`src/rtl/dram_rfsh_pkg.sv`:
```
package dram_rfsh_pkg;

    typedef enum logic [2:0] {
        ST_PWR,
        ST_IDLE,
        ST_PRE,
        ST_CSR,
        ST_RAS,
        ST_POST
    } seq_state_t;

    typedef struct packed {
        logic ras_n;
        logic cas_n;
        logic we_n;
    } strobe_t;

    localparam strobe_t STROBE_QUIET = '{ras_n: 1'b1, cas_n: 1'b1, we_n: 1'b1};

    // round a nanosecond minimum up to whole clock periods
    function automatic int ns_to_cyc(input int ns, input int clk_ps);
        return (ns * 1000 + clk_ps - 1) / clk_ps;
    endfunction

    function automatic int max2(input int a, input int b);
        return (a > b) ? a : b;
    endfunction

    // strobe levels belonging to each sequencer state
    function automatic strobe_t strobe_of(input seq_state_t s);
        strobe_t o;
        o.ras_n = (s != ST_RAS);
        o.cas_n = !((s == ST_CSR) || (s == ST_RAS));
        o.we_n  = 1'b1;
        return o;
    endfunction

endpackage

```
`src/rtl/rfsh_interval_timer.sv`:
```
module rfsh_interval_timer #(
    parameter int INTERVAL_CYC = 1950
) (
    input  logic clk,
    input  logic rst,
    input  logic en,
    output logic tick
);
    localparam int W = $clog2(INTERVAL_CYC + 1);

    logic [W-1:0] cnt;

    assign tick = en && (cnt == '0);

    always_ff @(posedge clk) begin
        if (rst) begin
            cnt <= W'(INTERVAL_CYC - 1);
        end else if (en) begin
            if (cnt == '0) cnt <= W'(INTERVAL_CYC - 1);
            else           cnt <= cnt - 1'b1;
        end
    end
endmodule

```
`src/rtl/rfsh_pending.sv`:
```
module rfsh_pending #(
    parameter int PEND_MAX = 4
) (
    input  logic clk,
    input  logic rst,
    input  logic inc,
    input  logic dec,
    output logic nonzero
);
    localparam int W = $clog2(PEND_MAX + 1);

    logic [W-1:0] cnt;

    assign nonzero = (cnt != '0);

    always_ff @(posedge clk) begin
        if (rst) begin
            cnt <= '0;
        end else begin
            unique case ({inc, dec})
                2'b10:   if (cnt != W'(PEND_MAX)) cnt <= cnt + 1'b1;
                2'b01:   if (cnt != '0)           cnt <= cnt - 1'b1;
                default: cnt <= cnt;
            endcase
        end
    end
endmodule

```
`src/rtl/rfsh_strobe_fsm.sv`:
```
module rfsh_strobe_fsm
    import dram_rfsh_pkg::*;
#(
    parameter int STARTUP_CYC = 25000,
    parameter int INIT_CNT    = 8,
    parameter int T_CSR_CYC   = 2,
    parameter int T_CHR_CYC   = 3,
    parameter int T_RAS_CYC   = 8,
    parameter int T_RP_CYC    = 5
) (
    input  logic    clk,
    input  logic    rst,
    input  logic    start,
    output strobe_t strobe,
    output logic    busy,
    output logic    idle,
    output logic    ready
);
    localparam int RAS_LOW = max2(T_RAS_CYC, T_CHR_CYC);
    localparam int LONGEST = max2(max2(STARTUP_CYC, RAS_LOW), max2(T_RP_CYC, T_CSR_CYC));
    localparam int CW      = $clog2(LONGEST + 1);
    localparam int IW      = $clog2(INIT_CNT + 1);

    seq_state_t   st, nxt;
    logic [CW-1:0] cnt, cnt_nxt;
    logic [IW-1:0] icnt, icnt_nxt;
    logic          ready_q, ready_nxt;
    logic          last;

    function automatic logic [CW-1:0] span(input seq_state_t s);
        case (s)
            ST_PWR:  return CW'(STARTUP_CYC - 1);
            ST_PRE:  return CW'(T_RP_CYC - 1);
            ST_CSR:  return CW'(T_CSR_CYC - 1);
            ST_RAS:  return CW'(RAS_LOW - 1);
            ST_POST: return CW'(T_RP_CYC - 1);
            default: return '0;
        endcase
    endfunction

    assign last = (cnt == '0);

    always_comb begin
        nxt       = st;
        icnt_nxt  = icnt;
        ready_nxt = ready_q;
        case (st)
            ST_PWR: if (last) begin
                nxt      = ST_CSR;
                icnt_nxt = IW'(INIT_CNT - 1);
            end
            ST_IDLE: if (start) nxt = ST_PRE;
            ST_PRE:  if (last) nxt = ST_CSR;
            ST_CSR:  if (last) nxt = ST_RAS;
            ST_RAS:  if (last) nxt = ST_POST;
            ST_POST: if (last) begin
                if (!ready_q && (icnt != '0)) begin
                    icnt_nxt = icnt - 1'b1;
                    nxt      = ST_CSR;
                end else begin
                    nxt       = ST_IDLE;
                    ready_nxt = 1'b1;
                end
            end
            default: nxt = ST_IDLE;
        endcase

        if (nxt != st)     cnt_nxt = span(nxt);
        else if (!last)    cnt_nxt = cnt - 1'b1;
        else               cnt_nxt = cnt;
    end

    always_ff @(posedge clk) begin
        if (rst) begin
            st      <= ST_PWR;
            cnt     <= span(ST_PWR);
            icnt    <= '0;
            ready_q <= 1'b0;
            strobe  <= STROBE_QUIET;
        end else begin
            st      <= nxt;
            cnt     <= cnt_nxt;
            icnt    <= icnt_nxt;
            ready_q <= ready_nxt;
            strobe  <= strobe_of(nxt);
        end
    end

    assign busy  = (st != ST_IDLE);
    assign idle  = (st == ST_IDLE);
    assign ready = ready_q;
endmodule

```
`src/rtl/dram_refresh_seq.sv`:
```
module dram_refresh_seq
    import dram_rfsh_pkg::*;
#(
    parameter int CLK_PS       = 8000,
    parameter int STARTUP_CYC  = ns_to_cyc(200000, CLK_PS),
    parameter int INTERVAL_CYC = ns_to_cyc(15600, CLK_PS),
    parameter int INIT_CNT     = 8,
    parameter int PEND_MAX     = 4,
    parameter int T_CSR_CYC    = ns_to_cyc(10, CLK_PS),
    parameter int T_CHR_CYC    = ns_to_cyc(20, CLK_PS),
    parameter int T_RAS_CYC    = ns_to_cyc(60, CLK_PS),
    parameter int T_RP_CYC     = ns_to_cyc(40, CLK_PS),
    parameter int RAS_MAX_CYC  = ns_to_cyc(10000, CLK_PS)
) (
    input  logic clk,
    input  logic rst,
    input  logic gnt,
    output logic req,
    output logic busy,
    output logic ready,
    output logic ras_n,
    output logic cas_n,
    output logic we_n
);
    logic    tick;
    logic    pending;
    logic    idle;
    logic    start;
    strobe_t strobe;

    assign req   = pending && idle;
    assign start = req && gnt;

    rfsh_interval_timer #(
        .INTERVAL_CYC(INTERVAL_CYC)
    ) u_timer (
        .clk (clk),
        .rst (rst),
        .en  (ready),
        .tick(tick)
    );

    rfsh_pending #(
        .PEND_MAX(PEND_MAX)
    ) u_pending (
        .clk    (clk),
        .rst    (rst),
        .inc    (tick),
        .dec    (start),
        .nonzero(pending)
    );

    rfsh_strobe_fsm #(
        .STARTUP_CYC(STARTUP_CYC),
        .INIT_CNT   (INIT_CNT),
        .T_CSR_CYC  (T_CSR_CYC),
        .T_CHR_CYC  (T_CHR_CYC),
        .T_RAS_CYC  (T_RAS_CYC),
        .T_RP_CYC   (T_RP_CYC)
    ) u_fsm (
        .clk   (clk),
        .rst   (rst),
        .start (start),
        .strobe(strobe),
        .busy  (busy),
        .idle  (idle),
        .ready (ready)
    );

    assign ras_n = strobe.ras_n;
    assign cas_n = strobe.cas_n;
    assign we_n  = strobe.we_n;
endmodule

```
`config.mk`:
```
export PLATFORM = sky130hd
export DESIGN_NAME = dram_refresh_seq
export DESIGN_NICKNAME = d
export VERILOG_FILES = /design/src/rtl/dram_rfsh_pkg.sv /design/src/rtl/rfsh_interval_timer.sv /design/src/rtl/rfsh_pending.sv /design/src/rtl/rfsh_strobe_fsm.sv /design/src/rtl/dram_refresh_seq.sv
export SDC_FILE = /design/constraint.sdc
export NUM_CORES = 1
export LEC_CHECK = 0
export BUFFER_PORTS_ARGS = -buffer_cell sky130_fd_sc_hd__buf_2
export CAP_MARGIN = 25
export CORE_MARGIN = 4
export CORE_UTILIZATION = 35
export DETAILED_ROUTE_END_ITERATION = 8
export GPL_TIMING_DRIVEN = 0
export PLACE_DENSITY = 0.56
export SYNTH_ARGS = -nofsm -noshare
export SYNTH_HDL_FRONTEND = slang
export SYNTH_SLANG_ARGS = --single-unit
```
`constraint.sdc`:
```
create_clock -name clk -period 3.3 [get_ports clk]
set_clock_uncertainty 0.15 [all_clocks]
set_input_delay 0.165 -clock clk [delete_from_list [all_inputs] [get_ports clk]]
set_output_delay 0.165 -clock clk [all_outputs]
set_load 0.03 [all_outputs]
```
Word level (Yosys, flattened, before mapping)
Index checks and enable logic that the tools add are counted.
Widths: inputs -> output; s select.
Storage, ports and cells
  flip-flop bits (word level): 40
  input bits: 3
  output and inout port bits: 6
  logic and storage cells: 74
Cells by class
  add/subtract/negate cells: 5
  eq/ne operators: 21
  multiplexer cells: 18
  bitwise operators: 1
  reduce and logical (&&, ||, !) cells: 20
Operators by type and width (count)
  $pmux 15 s4: 1
  $mux 15: 2
  $mux 3: 7
  $logic_not 15->1: 1
  $pmux 3 s5: 1
  $sub 15x1->15 const B: 1
  $eq 3x2->1 const B: 4
  $eq 3x3->1 const B: 4
  $mux 4: 3
  $logic_not 11->1: 1
  $mux 11: 1
  $sub 11x1->11 const B: 1
  $ne 2x1->1 const B: 4
  $pmux 4 s2: 1
  $logic_not 3->1: 2
  $ne 3x3->1 const B: 2
  $pmux 3 s2: 1
  $reduce_and 3->1: 2
  $logic_and 1x1->1: 4
  $ne 2x2->1 const B: 2
  $reduce_and 4->1: 1
  $reduce_bool 2->1: 2
  $reduce_bool 4->1: 1
  $reduce_or 2->1: 2
  13 further kinds: 14

Logic depth before layout (Yosys ltp)
  word-level depth: 9
  depth in mapped cells: 10
  depth with buffers taken out: 9

Cells and area by module
From an unflattened synthesis, not the netlist that was laid out.
Second synthesis, totals
  cell total of the unflattened synthesis: 254
  area, all modules: 2265.9 sq um
Modules (own cells, without submodules)
  rfsh_strobe_fsm: times used 1, cells each 176, area an instance 1510.2 sq um, sequential area each 500.5 sq um
  rfsh_interval_timer: times used 1, cells each 54, area an instance 528.0 sq um, sequential area each 220.2 sq um
  rfsh_pending: times used 1, cells each 22, area an instance 215.2 sq um, sequential area each 60.1 sq um
  dram_refresh_seq: times used 1, cells each 2, area an instance 12.5 sq um, sequential area each 0.0 sq um

Least setup slack after synthesis
No wires, ideal clock.
  kind: register to register
  start: register u_fsm.st[1]
  end: register u_pending.cnt[2]
  library setup time: 122 ps
  arrival: 2292 ps
  required time: 3028 ps
  path slack: 737 ps
  stages on the path, launching flop included: 8
  path buffers: 0
  period minus slack after synthesis: 2563 ps
  path through: dfxtp_1 or3b_1 nor3_4 nand2_1 fa_1 a2111oi_0 o21ai_1 o311a_1
On the way
  longest elaborated chain between the ends: 6
  elaborated cells on any way between the ends: 10
  classes of those cells: eq/ne (5); mux (1); reduce/logical (4)
RTL lines
  start: declaration: RTL line rfsh_strobe_fsm.sv:24  | seq_state_t st, nxt;
  start signal: assignment: RTL line rfsh_strobe_fsm.sv:81  | st <= nxt;
  $eq 3x1->1 (*): RTL line rfsh_strobe_fsm.sv:90  | assign idle = (st == ST_IDLE);
  $logic_and 1x1->1 (*): RTL line dram_refresh_seq.sv:31  | assign req = pending && idle;
  $logic_and 1x1->1 (*): RTL line dram_refresh_seq.sv:32  | assign start = req && gnt;
  $eq 2x2->1 / $eq 2x1->1 (equally long branches): RTL line rfsh_pending.sv:20  | unique case ({inc, dec})
  $ne 2x1->1 (no source line), or another cell as far along
  $reduce_and 3->1 (no source line)
  end signal: assignment: RTL line rfsh_pending.sv:21  | 2'b10: if (cnt != W'(PEND_MAX)) cnt <= cnt + 1'b1;
  end signal: assignment: RTL line rfsh_pending.sv:22  | 2'b01: if (cnt != '0) cnt <= cnt - 1'b1;
  end signal: assignment: RTL line rfsh_pending.sv:23  | default: cnt <= cnt;
  end: declaration: RTL line rfsh_pending.sv:12  | logic [W-1:0] cnt;
Every way passes the cells marked *; elsewhere a longest branch is shown, timed or not.
A chain may end at the register's enable or synchronous reset.

Worst setup path in the final report
Same ends and word-level chain as after synthesis.

==> results.md <==
* Register area at about 780 um^2
* Slew HR at between 60 and 70%
* Slew @ Worst Pin at around 0.55 ns
* Top cells by area, synth: dfxtp_1 38%, xnor2_1 4.6%, xor2_1 4.6%, nor2_1 4.0%, nor3_1 2.9%
* Largest net degree at the start of global routing at 12
* Data required, critical path at 3.33 ns
* Clock slew at reported path FFs at around 0.070 ns
* Die height at roughly 85 um
* Critical Path Source: u_fsm.st[1]
* Fmax at around 0.38 GHz
* Final Hold Slack at between 0.1 and 0.15 ns
* Vias in the first global route at 1,641
* Worst setup EP type: register
* EDFF count, synth at 0
* Fill cells at around 580
* Fin. Hold Viols at 0
* Area occupied by multi-input gates at about 0.0012 mm^2
* IR drop worst, VDD at ~270 uV
* Routed via count at approximately 1.7k
* Initial Util at 36.7%
* DR vias/cell at 5.25
* Fraction of registers with async set/reset at 0%
* Syn Area/Cell at 8.67 um^2
* Crit-path max FO at 8
* Final Routed Wirelength at about 4500 um
* Number of DRC markers in iteration 0 at 70
* Clock Sinks at 39
* Outcome: finished clean
* Tot GR Track Use at 12.9%
* Setup bufs post-CTS at 0
* Top FF cell, synth: dfxtp_1
* Critical Path Start Type: register
* Seq cells post-synth at 39
* Leakage at between 0.7 and 0.8 nW
* IO Port Bufs at 7
* Max-Cap Viols at 0
* Final setup fails at 0
* Nets at approximately 260
* Area Growth Syn to Fin at 11.3%
* H-tree lvl count at 2
* Crit path arrival time at ~2.7 ns
* Cells after synthesis at ~240
* IO Count at 9
* Hold_sp: gnt
* FF-to-FF Start: u_fsm.st[1]
* Synth warnings at 0
* Final ANT Viol Nets at 0
* Post-Synthesis Cell Area at 0.00207 mm^2
* Pins Over Slew Limit at 0
* Power density cells at 375 mW/mm^2
* Worst min path class: primary input to register
* Layout cell share with drive strength beyond 1 at 13.7%
* Post-route DRC violation count at 0
* Root Driver: clkbuf_8
* Clk Latency, worst-skew pair at approximately 0.29 ns
* ANT cells at 0
* Fin util at ~41%
* Die area at just over 0.007 mm^2
* Unrepaired setup endpoints after global routing: no
* Sequential area share after synthesis at between 30% and 40%
* 1st-pass router iterations at 4
* Clock Tree Buf Depth at 2
* WL/cell at roughly 14 um
* Final Critical Period at 2.64 ns
* Hpwl dp at 3190 um
* GRT overflow at 0
* Critical path class: register to register
* Initial antenna violation count at 0
* Die Width at 85.0 um
* Tcrit/Tclk final at 80.1%
* Cts repair resizes at 0
* Yosys cell types at 60
* Synth top area share at 37.7%
* Synth area leader: dfxtp_1
* Num CTS Buffers at 5
* RD Place Congestion at about 0.8
* Placement Rows at 27
* Setup TNS Final at 0 ns
* First-pass GRT wire length at about 7700 um
* TritonCTS clock tree: built
* Synthesized Nets at around 250
* CORE AREA at roughly 0.0056 mm^2
-- cell type report --
type / instances / area share [%]
buffer: 10 / 1.95
clock buffer: 8 / 4.34
inverter: 12 / 1.95
multi-input combinational: 178 / 52.1
sequential: 39 / 33.8
tap: 72 / 3.90
timing repair buffer: 8 / 1.95
-- synth_stat cells, drive strengths merged, types with 3 or more instances --
master / number
a211oi: 3
nand4: 3
nor2b: 4
xnor2: 11
nor2: 22
o21ai: 11
clkbuf: 6
and3: 4
or4: 4
xor2: 11
or3: 5
a21oi: 9
nor3: 13
nor4: 5
ha: 3
buf: 4
nand2b: 7
dfxtp: 39
inv: 12
nand2: 15
nand3: 10
-- report_power, final --
group | internal, mW | leakage, nW | switching [mW]
Combinational | 0.0119 | 0.426 | 0.0190
Sequential | 0.474 | 0.315 | 0.00453
Clock | 0.191 | 0.0515 | 0.166
Total | 0.676 | 0.793 | 0.190
-- layer usage --
metal	vias to the layer above	GRT usage, %	share of wire (%)
li1	878	-	-
met1	806	17.6	51
met2	30	20.1	45
met3	4	2.72	3.2
met4	0	4.75	1.0
met5	-	0	0
-- kinds of logic (layout without fill, tap and decap cells) --
group / after synthesis / after routing / share of synthesized area [%]
adders and majority gates: 4 / 4 / 2.78
DFF: 39 / 39 / 37.7
xor gates and xnor gates: 22 / 22 / 9.29
other: 1 / 1 / 0.181
buffers and inverters: 22 / 38 / 4.34
AOI/OAI and AO/OA: 43 / 43 / 14.2
and+or+nand+nor: 108 / 108 / 31.5
-- registers in the layout (all words and copies together), names as in the netlist --
signal	cells
u_fsm.st	3
u_fsm.ready	1
u_fsm.icnt	4
u_timer.cnt	11
u_fsm.strobe	2
u_fsm.cnt	15
u_pending.cnt	3
-- timing repair --
action | CTS | global route
hold buffers | 1 | 0
setup endpoints to repair | 0 | 0
hold endpoints to repair | 1 | 0
-- final timing paths --
path	cells past startpoint	end	slack, ns
worst min-delay path	3	u_fsm.cnt[0]	0.15
worst max-delay path	7	u_pending.cnt[2]	0.66
worst max register to register	7	u_pending.cnt[2]	0.66
worst min register to register	2	u_timer.cnt[10]	0.35
-- through the flow --
step	cell area, um^2	cells	total power [mW]	worst slack, ns
global placement	2200	318	0.519	0.660
CTS	2310	327	0.879	0.651
floorplan	2070	239	0.510	0.737
detailed placement	2200	318	0.520	0.682
finish	2310	327	0.866	0.657
global route	2310	327	0.899	0.426
-- placed cells by master (no fill, tap or decap), drive strengths merged, types with 2 or more instances in the layout --
master   count
or3b         2
dfxtp       39
a2bb2oi      2
a21oi        9
nor2        22
o21ai       11
nand4        3
or4          4
nand2b       7
o311ai       2
ha           3
a31oi        2
nand3       10
nor2b        4
nor3        13
xnor2       11
a211oi       3
and2         2
o211ai       2
nor4b        2
or2          2
a31o         2
xor2        11
inv         12
nand2       15
buf         11
and3         4
nand4b       2
nor4         5
clkbuf      14
or3          5
-- worst max-delay path: stages, from the launching register on --
cell and delay [ns]:
dfxtp_1 0.35, or3b_1 0.48, nor3_4 0.40, nand2_1 0.12, fa_1 0.42, a2111oi_0 0.40
o21ai_1 0.10, o311a_1 0.13
No activity file was read; power rests on OpenSTA's default activity.
